==> config.mk <==
export PLATFORM = sky130hd
export DESIGN_NAME = bfly_core
export DESIGN_NICKNAME = d
export VERILOG_FILES = /design/src/rtl/bfly_pkg.sv /design/src/rtl/bfly_cmul.sv /design/src/rtl/bfly_combine.sv /design/src/rtl/bfly_addsub.sv /design/src/rtl/bfly_core.sv
export SDC_FILE = /design/constraint.sdc
export NUM_CORES = 2
export LEC_CHECK = 0
export BUFFER_PORTS_ARGS = -buffer_cell sky130_fd_sc_hd__buf_2
export CORE_UTILIZATION = 55
export DETAILED_ROUTE_END_ITERATION = 10
export PLACE_DENSITY = 0.71
export SETUP_SLACK_MARGIN = 0.2
export SYNTH_ARGS = -nofsm -noshare
export SYNTH_HDL_FRONTEND = slang
export SYNTH_SLANG_ARGS = --single-unit
export TNS_END_PERCENT = 10
==> constraint.sdc <==
create_clock -name clk -period 8 [get_ports clk]
set_input_delay 0 -clock clk [delete_from_list [all_inputs] [get_ports clk]]
set_output_delay 0 -clock clk [all_outputs]
set_load 0.01 [all_outputs]
==> src/rtl/bfly_pkg.sv <==
package bfly_pkg;

    localparam int DATA_W  = 22;
    localparam int FRAC_W  = 4;
    localparam int TW_W    = 16;
    localparam int TW_FRAC = TW_W - 1;
    localparam int PROD_W  = DATA_W + TW_W;
    localparam int ACC_W   = PROD_W + 2;
    localparam int LAT     = 3;

    typedef logic signed [DATA_W-1:0] dword_t;
    typedef logic signed [TW_W-1:0]   tword_t;
    typedef logic signed [PROD_W-1:0] pword_t;
    typedef logic signed [ACC_W-1:0]  aword_t;

    typedef struct packed {
        dword_t re;
        dword_t im;
    } cdata_t;

    typedef struct packed {
        tword_t c;
        tword_t s;
    } ctw_t;

    typedef struct packed {
        pword_t rc;
        pword_t is;
        pword_t rs;
        pword_t ic;
    } prod_t;

    typedef struct packed {
        aword_t re;
        aword_t im;
    } cacc_t;

    localparam aword_t HALF_LSB = aword_t'(1) <<< (TW_FRAC - 1);
    localparam aword_t SAT_HI   = (aword_t'(1) <<< (DATA_W - 1)) - aword_t'(1);
    localparam aword_t SAT_LO   = -(aword_t'(1) <<< (DATA_W - 1));

    function automatic dword_t round_sat(input aword_t v);
        aword_t r;
        r = (v + HALF_LSB) >>> TW_FRAC;
        if (r > SAT_HI)
            return dword_t'(SAT_HI);
        else if (r < SAT_LO)
            return dword_t'(SAT_LO);
        else
            return dword_t'(r);
    endfunction

    function automatic aword_t align_data(input dword_t d);
        return aword_t'(d) <<< TW_FRAC;
    endfunction

endpackage

==> src/rtl/bfly_cmul.sv <==
module bfly_cmul
    import bfly_pkg::*;
(
    input  logic   clk,
    input  logic   rst,
    input  logic   in_valid,
    input  cdata_t f_in,
    input  cdata_t g_in,
    input  ctw_t   w_in,
    output logic   valid_q,
    output cdata_t f_q,
    output prod_t  p_q
);

    always_ff @(posedge clk) begin
        if (rst) begin
            valid_q <= 1'b0;
            f_q     <= '0;
            p_q     <= '0;
        end else begin
            valid_q <= in_valid;
            f_q     <= f_in;
            p_q.rc  <= pword_t'(g_in.re) * pword_t'(w_in.c);
            p_q.is  <= pword_t'(g_in.im) * pword_t'(w_in.s);
            p_q.rs  <= pword_t'(g_in.re) * pword_t'(w_in.s);
            p_q.ic  <= pword_t'(g_in.im) * pword_t'(w_in.c);
        end
    end

endmodule

==> src/rtl/bfly_combine.sv <==
module bfly_combine
    import bfly_pkg::*;
(
    input  logic   clk,
    input  logic   rst,
    input  logic   valid_in,
    input  cdata_t f_in,
    input  prod_t  p_in,
    output logic   valid_q,
    output cdata_t f_q,
    output cacc_t  t_q
);

    always_ff @(posedge clk) begin
        if (rst) begin
            valid_q <= 1'b0;
            f_q     <= '0;
            t_q     <= '0;
        end else begin
            valid_q <= valid_in;
            f_q     <= f_in;
            t_q.re  <= aword_t'(p_in.rc) - aword_t'(p_in.is);
            t_q.im  <= aword_t'(p_in.rs) + aword_t'(p_in.ic);
        end
    end

endmodule

==> src/rtl/bfly_addsub.sv <==
module bfly_addsub
    import bfly_pkg::*;
(
    input  logic   clk,
    input  logic   rst,
    input  logic   valid_in,
    input  cdata_t f_in,
    input  cacc_t  t_in,
    output logic   valid_q,
    output cdata_t sum_q,
    output cdata_t dif_q
);

    aword_t fa_re, fa_im;
    aword_t s_re, s_im, d_re, d_im;

    always_comb begin
        fa_re = align_data(f_in.re);
        fa_im = align_data(f_in.im);
        s_re  = fa_re + t_in.re;
        s_im  = fa_im + t_in.im;
        d_re  = fa_re - t_in.re;
        d_im  = fa_im - t_in.im;
    end

    always_ff @(posedge clk) begin
        if (rst) begin
            valid_q <= 1'b0;
            sum_q   <= '0;
            dif_q   <= '0;
        end else begin
            valid_q  <= valid_in;
            sum_q.re <= round_sat(s_re);
            sum_q.im <= round_sat(s_im);
            dif_q.re <= round_sat(d_re);
            dif_q.im <= round_sat(d_im);
        end
    end


    sum_eq_dif_chk: assert property (@(posedge clk) disable iff (rst)
        (valid_in && t_in.re == '0 && t_in.im == '0) |=> (sum_q == dif_q));

endmodule

==> src/rtl/bfly_core.sv <==
module bfly_core
    import bfly_pkg::*;
(
    input  logic                     clk,
    input  logic                     rst,
    input  logic                     in_valid,
    input  logic signed [DATA_W-1:0] f_re,
    input  logic signed [DATA_W-1:0] f_im,
    input  logic signed [DATA_W-1:0] g_re,
    input  logic signed [DATA_W-1:0] g_im,
    input  logic signed [TW_W-1:0]   w_cos,
    input  logic signed [TW_W-1:0]   w_sin,
    output logic                     out_valid,
    output logic signed [DATA_W-1:0] sum_re,
    output logic signed [DATA_W-1:0] sum_im,
    output logic signed [DATA_W-1:0] dif_re,
    output logic signed [DATA_W-1:0] dif_im
);

    cdata_t f_s0, g_s0;
    ctw_t   w_s0;
    logic   v_s1, v_s2;
    cdata_t f_s1, f_s2;
    prod_t  p_s1;
    cacc_t  t_s2;
    cdata_t sum_s3, dif_s3;

    assign f_s0 = '{re: f_re, im: f_im};
    assign g_s0 = '{re: g_re, im: g_im};
    assign w_s0 = '{c: w_cos, s: w_sin};

    bfly_cmul u_cmul (
        .clk      (clk),
        .rst      (rst),
        .in_valid (in_valid),
        .f_in     (f_s0),
        .g_in     (g_s0),
        .w_in     (w_s0),
        .valid_q  (v_s1),
        .f_q      (f_s1),
        .p_q      (p_s1)
    );

    bfly_combine u_combine (
        .clk      (clk),
        .rst      (rst),
        .valid_in (v_s1),
        .f_in     (f_s1),
        .p_in     (p_s1),
        .valid_q  (v_s2),
        .f_q      (f_s2),
        .t_q      (t_s2)
    );

    bfly_addsub u_addsub (
        .clk      (clk),
        .rst      (rst),
        .valid_in (v_s2),
        .f_in     (f_s2),
        .t_in     (t_s2),
        .valid_q  (out_valid),
        .sum_q    (sum_s3),
        .dif_q    (dif_s3)
    );

    assign sum_re = sum_s3.re;
    assign sum_im = sum_s3.im;
    assign dif_re = dif_s3.re;
    assign dif_im = dif_s3.im;

    // Edges seen since reset release, saturating at the pipeline depth.
    logic [1:0] since_rst;
    always_ff @(posedge clk) begin
        if (rst)
            since_rst <= '0;
        else if (since_rst != 2'(LAT))
            since_rst <= since_rst + 2'd1;
    end


    valid_lat_chk: assert property (@(posedge clk) disable iff (rst)
        (since_rst == 2'(LAT)) |-> (out_valid == $past(in_valid, 3)));


    rst_clear_chk: assert property (@(posedge clk)
        rst |=> (!out_valid && sum_re == '0 && sum_im == '0 &&
                 dif_re == '0 && dif_im == '0));


    zero_in_chk: assert property (@(posedge clk) disable iff (rst)
        (in_valid && f_re == '0 && f_im == '0 && g_re == '0 && g_im == '0)
        |-> ##3 (out_valid && sum_re == '0 && sum_im == '0 &&
                 dif_re == '0 && dif_im == '0));

endmodule

-- Word-level counts from Yosys, hierarchy flattened
Cells that the tools add are included.
- input bits: 123
- output and inout bits: 89
- logic and storage cells: 55
- bits in registers: 411
- $lt $le $gt $ge: 8
- $mul: 4
- add/sub/neg operators: 10
- reduce and logical (&&, ||, !) cells: 4
- multiplexer cells: 8
- operator list (kind ; number):
    $add A40 B16 Y40 const B ; 4
    $mul A22 B16 Y38 ; 4
    $gt A25 B22 Y1 const B ; 4
    $lt A25 B22 Y1 const B ; 4
    $mux W22 ; 4
    $mux W21 ; 4
    $add A37 B40 Y40 ; 2
    $sub A37 B40 Y40 ; 2
    $add A38 B38 Y39 ; 1
    $sub A38 B38 Y39 ; 1
    $reduce_or A2 Y1 ; 4

-- Logic depth before layout (Yosys ltp)
- word-level depth: 5
- mapped depth: 27
- mapped depth without buffers: 24

-- Modules after synthesis
Synthesis repeated with hierarchy kept, for this count alone.
- cells, all modules: 8152
- area, all modules: 71792.6 sq um
- modules (own cells, without submodules) (module ; instances ; seq. area each (sq um) ; cells an instance ; area an instance (sq um)):
    bfly_cmul ; 1 ; 3943.8 ; 6157 ; 55848.6
    bfly_addsub ; 1 ; 1781.7 ; 1091 ; 8499.4
    bfly_combine ; 1 ; 2462.4 ; 904 ; 7444.6

-- Worst setup path before layout
No wires, ideal clock.
- path kind: input -> register
- from: input w_sin[1]
- to: register u_cmul.p_q[112] (netlist bit)
- stages: 23
- required time: 7.879 ns
- slack: 1.862 ns
- path buffers: 2
- arrival: 6.017 ns
- setup time: 0.121 ns
- path through: clkbuf_1 clkbuf_1 nand2_1 fa_1 fa_1 fa_1 inv_1 fa_1 fa_1 inv_1 fa_1 inv_1 ha_1 a21o_1 a211o_1 o22ai_1 nor2_1 a21oi_1 o21ai_0 o21ai_1 a31oi_1 o41ai_1 mux2_2
- cells in the longest elaborated chain, start to end: 1
- RTL lines (element ; line ; RTL):
    start, declared ; bfly_core.sv:12 ; input logic signed [TW_W-1:0] w_sin,
    $mul A22 B16 Y38 ; bfly_cmul.sv:24 ; p_q.is <= pword_t'(g_in.im) * pword_t'(w_in.s);
    end, declared ; bfly_cmul.sv:12 ; output prod_t p_q
No other way between the ends.
A chain may end at the register's enable or synchronous reset.

-- Worst setup path after layout
- from: input w_sin[4]
- to: register u_cmul.p_q[112] (netlist bit)
Same word-level chain as after synthesis.

==> Implementation_results.wiki <==
{| class="wikitable"
! Metric !! Value
|-
| Number of max-slew violations in the final report || 0
|-
| Number of buffers and inverters on the critical path || 5
|-
| Number of buffers added by the clock tree synthesis step || 47
|-
| Number of sinks driven by the clock tree || 409
|-
| Buffers inserted by post-CTS timing repair || 0
|-
| Global placement routability congestion || just under 1
|-
| Initial Util || 0.5575
|-
| Wire length of the first global-routing pass || approximately 310 mm
|-
| Distinct cell type count after synthesis || 94
|-
| CTS resizes || 0
|-
| Cell with the largest stage delay on the worst path || sky130_fd_sc_hd__buf_2
|-
| Number of failing hold endpoints at the final stage || 0
|-
| Yosys Warn Count || 0
|-
| Cell area after synthesis || roughly 70000 sq um
|-
| Total die area || 131400 sq um
|-
| Startpoint Class || primary input
|-
| GRT Overall Usage || 0.3032
|-
| Number of global-route vias before repair || about 57k
|-
| DRC Markers || 0
|-
| Vias || around 54k
|-
| Synthesized-area fraction occupied by xor and xnor cells || 0.03370
|-
| Final count of negative-setup-slack endpoints || 0
|-
| Clock Root Buffer || sky130_fd_sc_hd__clkbuf_16
|-
| DRC marker count from the first detailed-route iteration || a little over 4k
|-
| Clock Latency Late Sink || between 0.6 and 0.7 ns
|-
| Count of input and output buffers || between 200 and 250
|-
| Global routing met1 resource utilization || 0.4063
|-
| Met2 usage || 0.4891
|-
| Min Tclk post-route || around 6.6 ns
|-
| Number of antenna violations at the first check in global routing || 25
|-
| Cells after synthesis || slightly above 8k
|-
| Maximum fanout along the worst path || 44
|-
| Layout Utilization || 0.5938
|-
| Kind of critical path || in2reg
|-
| Compound-Gate Fraction of Synth Area || 0.09064
|-
| RSZ-0062 raised after global routing || no
|-
| Routed via count divided by cell count || ~5.5
|-
| Average cell area after synthesis || about 8.8 sq um
|-
| Setup slack of the worst register-to-register path || 3.82 ns
|-
| Fraction of the cycle the final worst path needs || 0.8295
|-
| End of the worst hold path || u_cmul.p_q[0]
|-
| Worst setup EP type || register
|-
| Final standard cell count with taps included and fillers excluded || slightly below 10k
|-
| Main combinational cell family by area after synthesis || adder cells
|-
| Critical hold path startpoint || g_im[0]
|-
| Worst hold-check path type || in2reg
|-
| Clock tree from TritonCTS || built
|-
| WP data arrival || approximately 7.2 ns
|-
| Cell Chain, Critical Path || buf_2 -> and2_1 -> fa_1 -> inv_1 -> fa_1 -> fa_1 -> inv_1 -> fa_1 -> fa_1 -> inv_1 -> fa_1 -> inv_1 -> ha_1 -> a21o_1 -> a211o_1 -> o22ai_1 -> nor2_1 -> a21oi_1 -> o21ai_0 -> o21ai_1 -> a31oi_1 -> o41ai_1 -> mux2_2
|-
| Share of final-layout standard cells stronger than drive strength 1 || 0.05688
|-
| Critical Path Max Stage Delay || approximately 0.8 ns
|-
| Outcome || finished clean
|-
| Share of flip-flops with an asynchronous set or reset after synthesis || 0
|-
| CP Launch Point || w_sin[4]
|-
| Worst path top cell family by delay || adder cells
|-
| Adder-cell share of the synthesized area || 0.4853
|-
| Commonest cells after routing, fill and taps aside || sky130_fd_sc_hd__inv_1 (1733), sky130_fd_sc_hd__fa_1 (1390), sky130_fd_sc_hd__nand2_1 (942), sky130_fd_sc_hd__ha_1 (548), sky130_fd_sc_hd__and2_1 (547)
|-
| Worst rel slew slack || 0.1932
|-
| #FFs+latches synth || 409
|-
| End of the worst register-to-register path || u_addsub.sum_q[36]
|-
| Number of nets produced by synthesis || just over 10k
|-
| Sum Neg Setup Slack || 0 ns
|-
| Routed length per placed instance || a little under 20 um
|-
| Half-perimeter wire length after detailed placement || roughly 160 mm
|-
| Worst Hold Path Cells || 3
|-
| Clock Path Buffers || 3
|-
| Count of flip-flops with a built-in enable after synthesis || 0
|-
| Die height || 362.5 um
|-
| Number of inserted filler cells in the final layout || around 11k
|-
| Number of nets in the layout || around 10k
|-
| Highest achievable clock rate || roughly 150 MHz
|-
| Synth Area in Simple Gates || 0.1590
|-
| Worst Reg-to-Reg Cells || 12
|-
| Commonest non-fill, non-tap cell in the layout || sky130_fd_sc_hd__inv_1
|-
| GR Layer Usage met3 || 0.05551
|-
| Number of detailed-route iterations in the first pass || 6
|-
| Slew @ Worst Pin || about 1.2 ns
|-
| Die X-Extent || 362.5 um
|-
| Number of placement rows || ~130
|-
| Largest net degree at the start of global routing || around 100
|-
| CP most frequent cell || sky130_fd_sc_hd__fa_1
|-
| GRT busiest layer || met2
|-
| Crit Reg-Reg Startpoint || u_combine.t_q[55]
|-
| Seq/Total Area, Yosys || 0.1146
|-
| Maximum level of the CTS H-tree || 2
|-
| Max-cap violation count || 0
|-
| Area Overhead vs Synth || 6.497%
|-
| Clock-pin transition on the worst setup and hold timing paths || roughly 0.06 ns
|-
| Setup Skew || approximately 0.035 ns
|-
| Count of nets left with antenna violations after detail routing || 0
|-
| Final wirelength || 194.0 mm
|-
| Number of placed instances, taps included || between 9k and 10k
|-
| WP data required || about 8.5 ns
|-
| Grt ovf || 0
|-
| Worst hold slack after final layout || ~0.12 ns
|-
| Mux cell area share after synthesis || 0.002031
|-
| Core area || around 130000 sq um
|-
| IO Pins || 212
|-
| Commonest register cell after synthesis || sky130_fd_sc_hd__dfxtp_1
|}
-- metrics by stage --
stage	area, sq um	worst slack, ns
floorplan	71460	1.862
global placement	73830	0.9194
detailed placement	73830	0.8565
CTS	76080	1.512
global route	76090	0.9760
finish	76100	1.364
-- area by class of cell --
cell class	count	area, sq um	area share
Tap cell	1729	2163	0.02843
Antenna cell	8	20.02	0.0002630
Inverter	1743	6543	0.08597
Clock inverter	28	331.6	0.004357
Clock buffer	59	1311	0.01723
Sequential cell	409	8188	0.1076
Multi-Input combinational cell	5564	55110	0.7241
Timing Repair Buffer	372	2440	0.03206
-- what timing repair did --
item,4_1_cts,5_1_grt
setup endpoints to repair,0,0
hold endpoints to repair,120,0
hold buffers,61,0
-- registers in the layout (all words and copies together) (netlist names) --
| signal | cells |
|---|---|
| u_addsub.dif_q | 44 |
| u_addsub.sum_q | 44 |
| u_addsub.valid_q | 1 |
| u_cmul.f_q | 44 |
| u_cmul.p_q | 152 |
| u_cmul.valid_q | 1 |
| u_combine.f_q | 44 |
| u_combine.t_q | 78 |
| u_combine.valid_q | 1 |
-- layer usage --
layer  up-vias  part of all wire
met1     27020              0.42
met4        36             0.043
met3       414             0.082
met2      2088              0.45
met5         -            0.0012
li1      24640                 -
-- synth_stat cells, types with 65 or more instances --
library cell,n,share of area
sky130_fd_sc_hd__and2_1,547,0.048
sky130_fd_sc_hd__nor2b_1,144,0.013
sky130_fd_sc_hd__nand2b_1,65,0.0057
sky130_fd_sc_hd__xnor2_1,197,0.024
sky130_fd_sc_hd__inv_1,1734,0.091
sky130_fd_sc_hd__xor2_1,78,0.0096
sky130_fd_sc_hd__a21oi_1,250,0.018
sky130_fd_sc_hd__ha_1,548,0.096
sky130_fd_sc_hd__dfxtp_1,409,0.11
sky130_fd_sc_hd__fa_1,1390,0.39
sky130_fd_sc_hd__a21o_1,133,0.014
sky130_fd_sc_hd__clkbuf_1,357,0.019
sky130_fd_sc_hd__nor2_1,407,0.021
sky130_fd_sc_hd__o21ai_0,151,0.011
sky130_fd_sc_hd__nand2_1,942,0.049
-- worst max path at each step --
stage                           end  slack (ns)  cells past startpoint
finish              u_cmul.p_q[112]        1.36                     23
global placement    u_cmul.p_q[112]        0.92                     23
global route         u_cmul.p_q[37]        0.98                     25
floorplan           u_cmul.p_q[112]        1.86                     23
CTS                 u_cmul.p_q[112]        1.51                     23
detailed placement  u_cmul.p_q[112]        0.86                     23
-- worst min-delay path, cell delays in order --
cell                     delay [ns]
sky130_fd_sc_hd__buf_2         0.23
sky130_fd_sc_hd__buf_4         0.26
sky130_fd_sc_hd__and3_1        0.18
-- logic make-up (layout without fill, tap and decap cells) --
kind of cell | count (synthesis) | in the layout
fa+ha+maj | 1938 | 1938
flops | 409 | 409
xor+xnor | 275 | 275
mux | 13 | 13
compound gates | 977 | 977
buf+inv | 2146 | 2202
simple gates | 2361 | 2361
other cells | 0 | 8
Power is left out: the tool's default activity adds up to more than one toggle a clock period on the data nets, which glitch-free logic cannot reach.
